===== src/rtl/phy_tst_pkg.sv =====
package phy_tst_pkg;

  localparam logic [7:0] CODE_NORMAL = 8'h00;
  localparam logic [7:0] CODE_CLK    = 8'h34;
  localparam logic [7:0] CODE_SETTLE = 8'h75;
  localparam int unsigned MAX_LANES  = 4;

  function automatic logic [7:0] lane_code(input int unsigned idx);
    case (idx)
      0:       lane_code = 8'h44;
      1:       lane_code = 8'h54;
      2:       lane_code = 8'h84;
      default: lane_code = 8'h94;
    endcase
  endfunction

  function automatic logic code_is_impl(input logic [7:0] c, input int unsigned lanes);
    logic hit;
    hit = (c == CODE_CLK) || (c == CODE_SETTLE);
    for (int unsigned i = 0; i < MAX_LANES; i++) begin
      if (i < lanes && c == lane_code(i)) hit = 1'b1;
    end
    code_is_impl = hit;
  endfunction

endpackage


===== src/rtl/phy_tst_sync.sv =====
module phy_tst_sync #(
  parameter int unsigned W      = 1,
  parameter int unsigned STAGES = 2,
  parameter logic [W-1:0] RST_VAL = '0
) (
  input  logic         clk,
  input  logic         rst_n,
  input  logic [W-1:0] d_i,
  output logic [W-1:0] q_o
);

  generate
    if (STAGES <= 1) begin : g_single
      logic [W-1:0] stage_q;
      always_ff @(posedge clk or negedge rst_n) begin
        if (!rst_n) stage_q <= RST_VAL;
        else        stage_q <= d_i;
      end
      assign q_o = stage_q;
    end else begin : g_chain
      logic [STAGES-1:0][W-1:0] stage_q;
      always_ff @(posedge clk or negedge rst_n) begin
        if (!rst_n) stage_q <= {STAGES{RST_VAL}};
        else        stage_q <= {stage_q[STAGES-2:0], d_i};
      end
      assign q_o = stage_q[STAGES-1];
    end
  endgenerate

endmodule


===== src/rtl/phy_tst_edge.sv =====
module phy_tst_edge #(
  parameter logic IDLE_LVL = 1'b1
) (
  input  logic clk,
  input  logic rst_n,
  input  logic lvl_i,
  output logic rise_o,
  output logic fall_o
);

  logic prev_q;

  always_ff @(posedge clk or negedge rst_n) begin
    if (!rst_n) prev_q <= IDLE_LVL;
    else        prev_q <= lvl_i;
  end

  assign rise_o = lvl_i & ~prev_q;
  assign fall_o = ~lvl_i & prev_q;

endmodule


===== src/rtl/phy_tst_regfile.sv =====
module phy_tst_regfile
  import phy_tst_pkg::*;
#(
  parameter int unsigned DATA_W = 8,
  parameter int unsigned LANES  = 4
) (
  input  logic                    clk,
  input  logic                    rst_n,
  input  logic                    clr_i,
  input  logic                    code_ld_i,
  input  logic                    wr_en_i,
  input  logic [DATA_W-1:0]       din_i,
  output logic [DATA_W-1:0]       code_o,
  output logic [DATA_W-1:0]       clk_ctl_o,
  output logic [LANES*DATA_W-1:0] lane_ctl_o,
  output logic [DATA_W-1:0]       settle_ctl_o,
  output logic [DATA_W-1:0]       dout_o
);

  logic [DATA_W-1:0] code_q, code_d;
  logic [DATA_W-1:0] clk_q, clk_d;
  logic [DATA_W-1:0] settle_q, settle_d;
  logic [DATA_W-1:0] lane_q [LANES];
  logic              hit_clk, hit_settle;
  logic [LANES-1:0]  hit_lane;

  // address decode of the current code
  always_comb begin
    hit_clk    = (code_q == DATA_W'(CODE_CLK));
    hit_settle = (code_q == DATA_W'(CODE_SETTLE));
    for (int unsigned i = 0; i < LANES; i++) begin
      hit_lane[i] = (code_q == DATA_W'(lane_code(i)));
    end
  end

  // next state: clear dominates, then address phase / data phase
  always_comb begin
    code_d   = code_q;
    clk_d    = clk_q;
    settle_d = settle_q;
    if (clr_i) begin
      code_d   = '0;
      clk_d    = '0;
      settle_d = '0;
    end else begin
      if (code_ld_i)             code_d   = din_i;
      if (wr_en_i && hit_clk)    clk_d    = din_i;
      if (wr_en_i && hit_settle) settle_d = din_i;
    end
  end

  always_ff @(posedge clk or negedge rst_n) begin
    if (!rst_n) begin
      code_q   <= '0;
      clk_q    <= '0;
      settle_q <= '0;
    end else begin
      code_q   <= code_d;
      clk_q    <= clk_d;
      settle_q <= settle_d;
    end
  end

  generate
    for (genvar g = 0; g < LANES; g++) begin : g_lane
      logic [DATA_W-1:0] lane_d;
      logic              lane_en;

      assign lane_en = clr_i | (wr_en_i & hit_lane[g]);

      always_comb begin
        lane_d = lane_q[g];
        if (clr_i)        lane_d = '0;
        else if (lane_en) lane_d = din_i;
      end

      always_ff @(posedge clk or negedge rst_n) begin
        if (!rst_n)       lane_q[g] <= '0;
        else if (lane_en) lane_q[g] <= lane_d;
      end

      assign lane_ctl_o[g*DATA_W +: DATA_W] = lane_q[g];
    end
  endgenerate

  // read-back of the addressed register
  always_comb begin
    dout_o = '0;
    if (hit_clk)    dout_o = clk_q;
    if (hit_settle) dout_o = settle_q;
    for (int unsigned i = 0; i < LANES; i++) begin
      if (hit_lane[i]) dout_o = lane_q[i];
    end
  end

  assign code_o       = code_q;
  assign clk_ctl_o    = clk_q;
  assign settle_ctl_o = settle_q;

endmodule


===== src/rtl/phy_tst_port.sv =====
module phy_tst_port
  import phy_tst_pkg::*;
#(
  parameter int unsigned DATA_W      = 8,
  parameter int unsigned LANES       = 4,
  parameter int unsigned SYNC_STAGES = 2,
  parameter int unsigned BAND_LSB    = 1,
  parameter int unsigned BAND_W      = 6
) (
  input  logic                    clk,
  input  logic                    rst_n,
  input  logic                    test_clk_i,
  input  logic                    test_en_i,
  input  logic [DATA_W-1:0]       test_din_i,
  input  logic                    test_clr_i,
  output logic [DATA_W-1:0]       test_dout_o,
  output logic                    normal_mode_o,
  output logic [DATA_W-1:0]       clk_lane_ctl_o,
  output logic [LANES*DATA_W-1:0] data_lane_ctl_o,
  output logic [LANES*BAND_W-1:0] lane_band_o,
  output logic [DATA_W-1:0]       settle_ctl_o
);

  localparam int unsigned SYNC_W = DATA_W + 3;
  localparam logic [SYNC_W-1:0] SYNC_RST = {1'b0, 1'b0, 1'b1, {DATA_W{1'b0}}};

  logic              rst_ns;
  logic [SYNC_W-1:0] raw_bus, sync_bus;
  logic              clr_s, en_s, tck_s;
  logic [DATA_W-1:0] din_s;
  logic              rise_ev, fall_ev;
  logic              code_ld, wr_en;
  logic [DATA_W-1:0] code_q;

  // reset: asserted asynchronously, released through two flops
  phy_tst_sync #(.W(1), .STAGES(2), .RST_VAL(1'b0)) u_rst_sync (
    .clk  (clk),
    .rst_n(rst_n),
    .d_i  (1'b1),
    .q_o  (rst_ns)
  );

  assign raw_bus = {test_clr_i, test_en_i, test_clk_i, test_din_i};

  phy_tst_sync #(.W(SYNC_W), .STAGES(SYNC_STAGES), .RST_VAL(SYNC_RST)) u_in_sync (
    .clk  (clk),
    .rst_n(rst_ns),
    .d_i  (raw_bus),
    .q_o  (sync_bus)
  );

  assign din_s = sync_bus[DATA_W-1:0];
  assign tck_s = sync_bus[DATA_W];
  assign en_s  = sync_bus[DATA_W+1];
  assign clr_s = sync_bus[DATA_W+2];

  phy_tst_edge #(.IDLE_LVL(1'b1)) u_tck_edge (
    .clk   (clk),
    .rst_n (rst_ns),
    .lvl_i (tck_s),
    .rise_o(rise_ev),
    .fall_o(fall_ev)
  );

  assign code_ld = fall_ev & en_s;
  assign wr_en   = rise_ev & ~en_s;

  phy_tst_regfile #(.DATA_W(DATA_W), .LANES(LANES)) u_regs (
    .clk         (clk),
    .rst_n       (rst_ns),
    .clr_i       (clr_s),
    .code_ld_i   (code_ld),
    .wr_en_i     (wr_en),
    .din_i       (din_s),
    .code_o      (code_q),
    .clk_ctl_o   (clk_lane_ctl_o),
    .lane_ctl_o  (data_lane_ctl_o),
    .settle_ctl_o(settle_ctl_o),
    .dout_o      (test_dout_o)
  );

  generate
    for (genvar g = 0; g < LANES; g++) begin : g_band
      assign lane_band_o[g*BAND_W +: BAND_W] =
        data_lane_ctl_o[g*DATA_W + BAND_LSB +: BAND_W];
    end
  endgenerate

  assign normal_mode_o = (code_q == DATA_W'(CODE_NORMAL));

endmodule


===== config.mk =====
export PLATFORM = sky130hd
export DESIGN_NAME = phy_tst_port
export DESIGN_NICKNAME = d
export VERILOG_FILES = /design/src/rtl/phy_tst_pkg.sv /design/src/rtl/phy_tst_sync.sv /design/src/rtl/phy_tst_edge.sv /design/src/rtl/phy_tst_regfile.sv /design/src/rtl/phy_tst_port.sv
export SDC_FILE = /design/constraint.sdc
export NUM_CORES = 1
export LEC_CHECK = 0
export BUFFER_PORTS_ARGS = -buffer_cell sky130_fd_sc_hd__buf_2
export CORE_AREA = 2 2 90 101
export CTS_BUF_LIST = sky130_fd_sc_hd__clkbuf_4 sky130_fd_sc_hd__clkbuf_8 sky130_fd_sc_hd__clkbuf_16
export DETAILED_ROUTE_END_ITERATION = 10
export DIE_AREA = 0 0 92 103
export GPL_ROUTABILITY_DRIVEN = 0
export PLACE_DENSITY_LB_ADDON = 0.3
export SLEW_MARGIN = 10
export SYNTH_ARGS = -nofsm -noshare
export SYNTH_HDL_FRONTEND = slang
export SYNTH_SLANG_ARGS = --single-unit

===== constraint.sdc =====
create_clock -name clk -period 2.5 [get_ports clk]
set_input_delay 0.375 -clock clk [delete_from_list [all_inputs] [get_ports clk]]
set_output_delay 0.375 -clock clk [all_outputs]
set_load 0.05 [all_outputs]

==> impl_metrics.py, run 1 <==
metrics = {
    "routing": {
        "dr.pass1.iters": 5,
        "dr_total_vias": 2952,
        "avgRoutedWirePerCell_um": 16.9,
        "drcViolationCount": 0,
        "viasPerCell": 5.36,
        "routed_wl_um": 9290,
        "first_iter_violations": 171,
        "ant_nets": 0,
    },
    "yosys": {
        "ys_seq_area_share_pct": 54.2,
        "synth_top_area_share_pct": 52.1,
        "synth_edf_count": 0,
        "synth_top_cells_by_area": "dfrtp_1 (52%), mux2i_1 (9.9%), buf_4 (5.2%)",
        "netlist_top_cells_count": "dfrtp_1 (78), nand2_1 (44), mux2i_1 (37)",
        "synth_area_um2": 3740,
        "synth_fp_nets": 369,
        "yosysMostFrequentCell": "dfrtp_1",
        "ys_types": 43,
        "ys.flop_type": "dfrtp_1",
        "async_reset_ff_share_pct": 100,
        "synth_area_per_cell_um2": 10.5,
        "yosysTopAreaCell": "dfrtp_1",
        "synth-seq-cells": 81,
        "syn_inst": 356,
        "synth_warnings": 0,
    },
    "finish": {
        "multiInputGateArea_um2": 1450,
        "fin_cells": 551,
        "area_growth_pct": 20.3,
        "regArea_um2": 2040,
        "drive_gt1_share_pct": 34.6,
        "final_net_count": 445,
        "diodes": 0,
        "num-fill-cells": 780,
    },
    "sta": {
        "finalHoldViolCount": 0,
        "slew_viol_final": 0,
        "finClkSkew_ns": 0.00828,
        "max-slew-margin-rel_pct": 34.0,
        "tightest_slew_ns": 0.990,
        "period_minus_slack_ns": 2.46,
        "fmax_ghz": 0.406,
        "rsz0062_at_grt": "yes",
        "setup_viol": 0,
        "min_period_over_period_pct": 98.6,
    },
    "job": {
        "drv_cap": 0,
    },
    "die": {
        "initial_core_util_pct": 43.7,
        "die_area_um2": 9480,
        "dieWidth_um": 92,
        "core_um2": 8560,
        "die_height_um": 103,
        "rows": 36,
        "boundaryPins": 94,
    },
    "cts": {
        "numCtsBuffers": 9,
        "ctsHtreeMaxLevel": 3,
        "cts_sinks": 81,
        "path_clk_slew_ns": 0.08,
        "cts_root_buf": "clkbuf_8",
        "worstSkewPairLatency_ns": 0.35,
        "cts_tree": "built",
        "clk_path_buf_depth": 2,
    },
    "global_route": {
        "grt_pass1_wl_um": 14400,
        "grt_max_degree": 80,
        "gr-total-overflow": 0,
        "track_usage_pct": 20.0,
        "grt_pass1_vias": 2714,
        "antenna_found_initial": 0,
    },
    "place": {
        "dp_hpwl_um": 6390,
        "port-buffer-count": 93,
        "dp_cells": 530,
    },
    "setup_path": {
        "cp_max_fo": 15,
        "worstSetupPathType": "flip-flop to primary output",
        "cp.arrival_ns": 2.09,
        "critPathCaptureType": "primary output",
        "worstSetupStartpointType": "flip-flop",
        "critPathRequiredTime_ns": 2.12,
    },
    "hold_path": {
        "hp-class": "input port to flip-flop",
    },
    "pwr": {
        "ir_drop_v": 0.000317,
        "powerDensity_nw_per_um2": 579,
        "finalPower_uw": 2610,
        "power_leakage_uw": 0.00230,
    },
    "run_status": {
        "status": "finished, final reports clean",
    },
}
through the flow:
| step | TNS, ns | utilization, % | cell area (um^2) | setup WS, ns | hold WS [ns] |
|---|---|---|---|---|---|
| final | 0 | 52.6 | 4500 | 0.0351 | 0.115 |
| after global routing | -0.153 | 52.6 | 4500 | -0.0540 | 0.0972 |
| after CTS | 0 | 52.4 | 4480 | 0.0101 | 0.101 |
| after detailed placement | 0 | 48.7 | 4170 | 0.208 | 0.163 |
| after global placement | 0 | 48.7 | 4170 | 0.275 | 0.160 |
| after floorplan | -0.00628 | - | 3760 | -0.00209 | 0.0794 |
cell type report:
class | count | share of cell area (%)
tap | 114 | 3.17
inverter | 2 | 0.167
sequential | 81 | 45.3
multi-input combinational | 228 | 32.1
clock inverter | 5 | 1.92
clock buffer | 11 | 3.36
timing repair buffer | 110 | 14.0
cells in the final DEF (no fill, tap or decap), types with 6 or more instances in the layout:
cell type and instances:
clkbuf_8 11, nor2_1 35, buf_4 16, nand3_1 20
dfrtp_1 72, buf_2 87, mux2i_1 37, o21ai_1 6
nand2_1 44, a21oi_1 26, o21ai_0 7
state kept, by name (all words and copies together), names as in the netlist:
signal,cells
u_in_sync.g_chain.stage_q,11
u_in_sync.q_o,11
u_regs.clk_ctl_o,8
u_regs.code_o,8
u_regs.lane_ctl_o,32
u_regs.settle_ctl_o,8
u_rst_sync.g_chain.stage_q,1
u_rst_sync.q_o,1
u_tck_edge.prev_q,1
report_power, final:
group | switching, uW | internal (uW) | leakage [uW]
sequential | 54.7 | 1340 | 0.00106
combinational | 68.5 | 43.9 | 0.00112
clock | 483 | 624 | 0.000120
total | 606 | 2000 | 0.00230
kinds of logic (layout without fill, tap and decap cells):
| kind of cell | count (synthesis) | count (layout) | synth area share (%) |
|---|---|---|---|
| and+or+nand+nor | 125 | 125 | 16.7 |
| DFF | 81 | 81 | 54.2 |
| AOI/OAI and AO/OA | 64 | 64 | 10.6 |
| buffers and inverters | 47 | 128 | 8.19 |
| muxes | 38 | 38 | 10.2 |
| other | 1 | 1 | 0.100 |
layer usage:
layer	GRT usage [%]	wire length (um)	part of all wire, %
met4	8.50	259	2.8
met5	0	0	0
met1	26.4	3960	43
met3	3.87	565	6.1
met2	32.6	4500	48
worst max-delay path: stages (launching register included):
cell and delay (ns):
dfrtp_1 0.42, and4bb_2 0.35, nor3b_4 0.20, buf_6 0.18, a21oi_1 0.05, a21o_1 0.16, a22oi_2 0.20, buf_6 0.18
path summary, 6_finish.rpt:
| check | startpoint | end | slack, ns | cells after the start |
|---|---|---|---|---|
| hold / removal | test_clk_i | u_in_sync.g_chain.stage_q[8] | 0.12 | 1 |
| max in group asynchronous | u_rst_sync.q_o | u_regs.code_o[1] | 1.29 | 0 |
| min in group asynchronous | rst_n | u_rst_sync.q_o | 0.32 | 2 |
| setup / recovery | u_regs.code_o[3] | test_dout_o[4] | 0.04 | 7 |
| hold reg to reg | u_in_sync.g_chain.stage_q[0] | u_in_sync.q_o[0] | 0.35 | 0 |
| setup reg to reg | u_in_sync.q_o[8] | u_regs.lane_ctl_o[17] | 0.50 | 5 |
repair_timing:
| action | 4_1_cts | 5_1_grt |
|---|---|---|
| endpoints found under the setup margin | 8 | 8 |
| hold buffers | 1 | 0 |
| hold endpoints to repair | 2 | 0 |
| resized for setup | 13 | 12 |
| pin swaps | 3 | 5 |
| buffers inserted | 4 | 0 |
Note: power is estimated with default switching activity, not from simulation.
==> run 2: changes to the inputs <==
--- a/config.mk
+++ b/config.mk
@@ -6,12 +6,13 @@
 export NUM_CORES = 1
 export LEC_CHECK = 0
 export BUFFER_PORTS_ARGS = -buffer_cell sky130_fd_sc_hd__buf_2
-export CORE_AREA = 2 2 90 101
+export CORE_AREA = 2 2 88 98
 export CTS_BUF_LIST = sky130_fd_sc_hd__clkbuf_4 sky130_fd_sc_hd__clkbuf_8 sky130_fd_sc_hd__clkbuf_16
 export DETAILED_ROUTE_END_ITERATION = 10
-export DIE_AREA = 0 0 92 103
+export DIE_AREA = 0 0 90 100
 export GPL_ROUTABILITY_DRIVEN = 0
 export PLACE_DENSITY_LB_ADDON = 0.3
+export SETUP_SLACK_MARGIN = 0.05
 export SLEW_MARGIN = 10
 export SYNTH_ARGS = -nofsm -noshare
 export SYNTH_HDL_FRONTEND = slang
==> impl_metrics.py, run 2 (synthesis gave the netlist of run 1 again) <==
metrics = {
    "run_status": {
        "status": "finished, final reports clean",
    },
    "sta": {
        "max-slew-margin-rel_pct": 60.5,
        "finalHoldViolCount": 0,
        "period_minus_slack_ns": 2.46,
        "slew_viol_final": 0,
        "finClkSkew_ns": 0.00616,
        "setup_ws_ns": 0.0354,
        "rsz0062_at_grt": "yes",
        "min_period_over_period_pct": 98.6,
        "tns_ns": 0,
        "setup_viol": 0,
        "tightest_slew_ns": 0.592,
        "fmax_ghz": 0.406,
    },
    "setup_path": {
        "r2r_cells": 8,
        "crit_top_cell": "buf_6",
        "r2r-start": "u_regs.code_o[3]",
        "cp.arrival_ns": 2.09,
        "cp_max_fo": 8,
        "rrSetupSlack_ns": 0.49,
        "r2r_end": "u_regs.settle_ctl_o[4]",
        "critPathRequiredTime_ns": 2.12,
        "critPathMaxStageDelay_ns": 0.48,
        "path_cells": "buf_6 -> and4_4 -> a32o_1 -> a221o_1 -> a22o_1 -> buf_6",
        "critPathCaptureType": "primary output",
        "worstSetupPathType": "flip-flop to primary output",
        "worstSetupStartpointType": "flip-flop",
        "cp_slowest_cell": "dfrtp_2",
    },
    "cts": {
        "path_clk_slew_ns": 0.08,
        "cts_root_buf": "clkbuf_8",
        "worstSkewPairLatency_ns": 0.35,
        "cts_tree": "built",
        "clk_path_buf_depth": 2,
        "cts_sinks": 81,
        "numCtsBuffers": 9,
        "ctsHtreeMaxLevel": 3,
    },
    "routing": {
        "viasPerCell": 5.49,
        "dr.pass1.iters": 5,
        "drcViolationCount": 0,
        "dr_total_vias": 3075,
        "ant_nets": 0,
        "routed_wl_um": 9620,
        "avgRoutedWirePerCell_um": 17.2,
        "first_iter_violations": 294,
    },
    "global_route": {
        "antenna_found_initial": 0,
        "track_usage_pct": 21.9,
        "gr-total-overflow": 0,
        "grt_pass1_vias": 2933,
        "grt_pass1_wl_um": 15400,
        "grt_max_degree": 57,
    },
    "die": {
        "rows": 35,
        "die_height_um": 100,
        "die_area_um2": 9000,
        "boundaryPins": 94,
        "dieWidth_um": 90,
        "core_um2": 8150,
        "initial_core_util_pct": 46.0,
    },
    "place": {
        "dp_hpwl_um": 6410,
        "dp_cells": 526,
        "dp_slack_ns": 0.212,
        "port-buffer-count": 93,
    },
    "finish": {
        "final_common_cell": "buf_2",
        "final_net_count": 457,
        "diodes": 0,
        "multiInputGateArea_um2": 1460,
        "drive_gt1_share_pct": 36.7,
        "regArea_um2": 2040,
        "area_growth_pct": 23.6,
        "num-fill-cells": 743,
        "largest_register_ff_count": 32,
        "fin_cells": 560,
        "final_cell_mix": "buf_2 (86), dfrtp_1 (72), nand2_1 (43)",
    },
    "pwr": {
        "ir_drop_v": 0.000365,
        "power_leakage_uw": 0.00237,
        "powerDensity_nw_per_um2": 560,
    },
    "hold_path": {
        "hp-class": "input port to flip-flop",
        "worstHoldStart": "test_clk_i",
        "hold_depth": 1,
        "hold_end": "u_in_sync.g_chain.stage_q[8]",
    },
    "job": {
        "drv_cap": 0,
    },
}
## run 2: metal layers
| layer | global-route usage (%) | up-vias | routed length (um) |
|---|---|---|---|
| li1 | - | 1388 | - |
| met3 | 3.90 | 26 | 580 |
| met1 | 29.9 | 1527 | 4080 |
| met5 | 0 | - | 0 |
| met2 | 34.0 | 134 | 4680 |
| met4 | 10.9 | 0 | 277 |
## run 2: where the power goes
group	switching, uW	leakage, uW	total [uW]	internal, uW
Combinational	84.0	0.00120	137	52.5
Clock	481	0.000116	1070	593
Sequential	43.5	0.00106	1380	1340
Total	608	0.00237	2590	1980
## run 2: how the worst max path moves through the flow
stage | startpoint | endpoint | slack (ns) | cells past startpoint
5_1_grt | u_regs.code_o[0] | test_dout_o[4] | -0.02 | 6
3_3_place_gp | u_regs.code_o[6] | test_dout_o[4] | 0.26 | 7
4_1_cts | u_regs.code_o[0] | test_dout_o[4] | 0.02 | 6
3_5_place_dp | u_regs.code_o[6] | test_dout_o[4] | 0.21 | 7
6_report | u_regs.code_o[4] | test_dout_o[6] | 0.04 | 6
2_1_floorplan | u_regs.code_o[1] | test_dout_o[0] | -0.002 | 6
## run 2: repair_timing
| item | 4_1_cts | 5_1_grt |
|---|---|---|
| endpoints found under the hold margin | 2 | 0 |
| hold buffers | 1 | 0 |
| endpoints found under the setup margin | 8 | 8 |
| gates resized for setup | 17 | 21 |
| buffers inserted | 11 | 6 |
| cloned | 1 | 0 |
| pin swaps | 4 | 9 |
## run 2: area by class of cell
cell class	count	area share [%]
Clock buffer	10	2.97
Inverter	2	0.162
Timing Repair Buffer	122	16.4
Clock inverter	6	1.97
Tap cell	111	3.00
Multi-Input combinational cell	228	31.4
Sequential cell	81	44.1
## run 2: critical path: cells and delay by family (launching register included)
kind | cells | cell delay [ns]
DFF | 1 | 0.48
buffers and inverters | 2 | 0.30
AOI/OAI and AO/OA | 3 | 0.73
and+or+nand+nor | 1 | 0.23
## run 2: metrics by stage
step | cell area (um^2) | total power [uW] | utilization (%) | hold slack (ns)
after floorplan | 3760 | 1470 | - | 0.0794
after global placement | 4170 | 1520 | 51.2 | 0.161
after detailed placement | 4170 | 1530 | 51.2 | 0.162
after CTS | 4540 | 2610 | 55.8 | 0.104
after global routing | 4630 | 2690 | 56.8 | 0.102
final | 4630 | 2590 | 56.8 | 0.119
==> run 3: changes to the inputs <==
--- a/config.mk
+++ b/config.mk
@@ -12,6 +12,7 @@
 export DIE_AREA = 0 0 90 100
 export GPL_ROUTABILITY_DRIVEN = 0
 export PLACE_DENSITY_LB_ADDON = 0.3
+export RECOVER_POWER = 25
 export SETUP_SLACK_MARGIN = 0.05
 export SLEW_MARGIN = 10
 export SYNTH_ARGS = -nofsm -noshare
==> impl_metrics.py, run 3 (synthesis gave the netlist of run 1 again) <==
metrics = {
    "finish": {
        "fin_cells": 560,
        "area_growth_pct": 23.5,
        "largest_register_ff_count": 32,
        "stdcell_area_um2": 4620,
        "num-fill-cells": 745,
        "diodes": 0,
        "final_cell_mix": "buf_2 (85), dfrtp_1 (73), nand2_1 (43)",
        "drive_gt1_share_pct": 36.3,
        "fin_util_pct": 56.8,
        "final_common_cell": "buf_2",
        "final_net_count": 457,
    },
    "setup_path": {
        "worstSetupPathType": "flip-flop to primary output",
        "cp.arrival_ns": 2.09,
        "crit_top_cell": "buf_6",
        "r2r_end": "u_regs.settle_ctl_o[4]",
        "r2r-start": "u_regs.code_o[3]",
        "r2r_cells": 8,
        "critPathRequiredTime_ns": 2.12,
        "critical-path-top-delay-family": "compound AO/OA/AOI/OAI gates",
        "critPathCaptureType": "primary output",
        "crit_buf_inv": 2,
        "cp_max_fo": 8,
        "rrSetupSlack_ns": 0.49,
        "worstSetupStartpointType": "flip-flop",
        "cp_slowest_cell": "dfrtp_2",
        "path_cells": "buf_6 -> and4_4 -> a32o_1 -> a221o_1 -> a22o_1 -> buf_6",
        "critPathMaxStageDelay_ns": 0.48,
    },
    "cts": {
        "cts_root_buf": "clkbuf_8",
        "ctsHtreeMaxLevel": 3,
        "path_clk_slew_ns": 0.08,
        "cts_tree": "built",
        "worstSkewPairLatency_ns": 0.35,
        "clk_path_buf_depth": 2,
        "numCtsBuffers": 9,
        "cts_sinks": 81,
    },
    "place": {
        "port-buffer-count": 93,
        "dp_cells": 526,
        "dp_hpwl_um": 6410,
        "dp_slack_ns": 0.212,
        "place_area_um2": 4170,
    },
    "global_route": {
        "busiest_layer": "met2",
        "antenna_found_initial": 0,
        "grt_use_met2_pct": 34.0,
        "grt_max_degree": 57,
        "track_usage_pct": 21.9,
        "met3_usage_pct": 3.90,
        "use_met1_pct": 29.9,
        "grt_pass1_wl_um": 15400,
        "grt_pass1_vias": 2933,
        "gr-total-overflow": 0,
    },
    "run_status": {
        "status": "finished with violations",
        "violations": "capacitance limit, slew limit",
    },
    "routing": {
        "routed_wl_um": 9600,
        "avgRoutedWirePerCell_um": 17.1,
        "first_iter_violations": 294,
        "ant_nets": 0,
        "viasPerCell": 5.45,
        "dr.pass1.iters": 7,
        "drcViolationCount": 0,
        "dr_total_vias": 3054,
    },
    "die": {
        "die_area_um2": 9000,
        "dieWidth_um": 90,
        "initial_core_util_pct": 46.0,
        "die_height_um": 100,
        "boundaryPins": 94,
        "core_um2": 8150,
        "rows": 35,
    },
    "hold_path": {
        "hold_depth": 1,
        "hold_end": "u_in_sync.g_chain.stage_q[8]",
        "hp-class": "input port to flip-flop",
        "worstHoldStart": "test_clk_i",
    },
    "pwr": {
        "powerDensity_nw_per_um2": 560,
        "power_leakage_uw": 0.00237,
        "ir_drop_v": 0.000364,
    },
    "sta": {
        "max-slew-margin-rel_pct": -10.4,
        "slew_viol_final": 39,
        "min_period_over_period_pct": 98.5,
        "setup_ws_ns": 0.0378,
        "finalHoldViolCount": 0,
        "setup_viol": 0,
        "period_minus_slack_ns": 2.46,
        "tightest_slew_ns": 1.66,
        "tns_ns": 0,
        "rsz0062_at_grt": "yes",
        "fmax_ghz": 0.406,
        "finClkSkew_ns": 0.00717,
    },
    "job": {
        "drv_cap": 1,
    },
}
## run 3: cell types whose count changed in the layout (fill, tap and decap cells not counted), sizes merged
cell | previous run | this run
clkbuf | 11 | 12
buf | 120 | 119
## run 3: final cells by class
cell class	instances	area, um^2	area share (%)
Timing Repair Buffer	122	756	16.3
Multi-Input combinational cell	228	1460	31.5
Inverter	2	7.51	0.162
Clock buffer	10	138	2.98
Sequential cell	81	2040	44.1
Tap cell	111	139	3.00
Clock inverter	6	91.3	1.98
## run 3: worst reg2reg max path: cells and delay by family, from the launching register on
kind            cells  cell delay (ns)
buf+inv             3             0.46
simple gates        4             0.95
flops               1             0.39
compound gates      1             0.07
## run 3: power breakdown
part	internal (uW)	switching (uW)	leakage [uW]
logic	52.5	83.8	0.00120
clock network	593	480	0.000116
registers	1340	43.5	0.00106
## run 3: repair_timing
item / CTS / global route
cloned: 1 / 0
pin swaps: 4 / 9
hold buffers: 1 / 0
endpoints found under the setup margin: 8 / 8
gates resized for setup: 17 / 21
hold endpoints to repair: 2 / 0
buffers inserted: 11 / 6
## run 3: layer usage
metal | up-vias | share of wire (%)
met3 | 26 | 6.1
met5 | - | 0
met4 | 0 | 2.9
met2 | 134 | 49
met1 | 1505 | 42
li1 | 1389 | -
## run 3: how the worst max path moves through the flow
stage	startpoint	to	slack, ns	cells past startpoint
global placement	u_regs.code_o[6]	test_dout_o[4]	0.26	7
CTS	u_regs.code_o[0]	test_dout_o[4]	0.02	6
detailed placement	u_regs.code_o[6]	test_dout_o[4]	0.21	7
finish	u_regs.code_o[4]	test_dout_o[6]	0.04	6
floorplan	u_regs.code_o[1]	test_dout_o[0]	-0.002	6
global route	u_regs.code_o[0]	test_dout_o[4]	-0.02	6
## run 3: stage by stage
stage	hold slack (ns)	total power (uW)
2_1_floorplan	0.0794	1470
3_3_place_gp	0.161	1520
3_5_place_dp	0.162	1530
4_1_cts	0.104	2610
5_1_grt	0.102	2690
6_report	0.120	2590
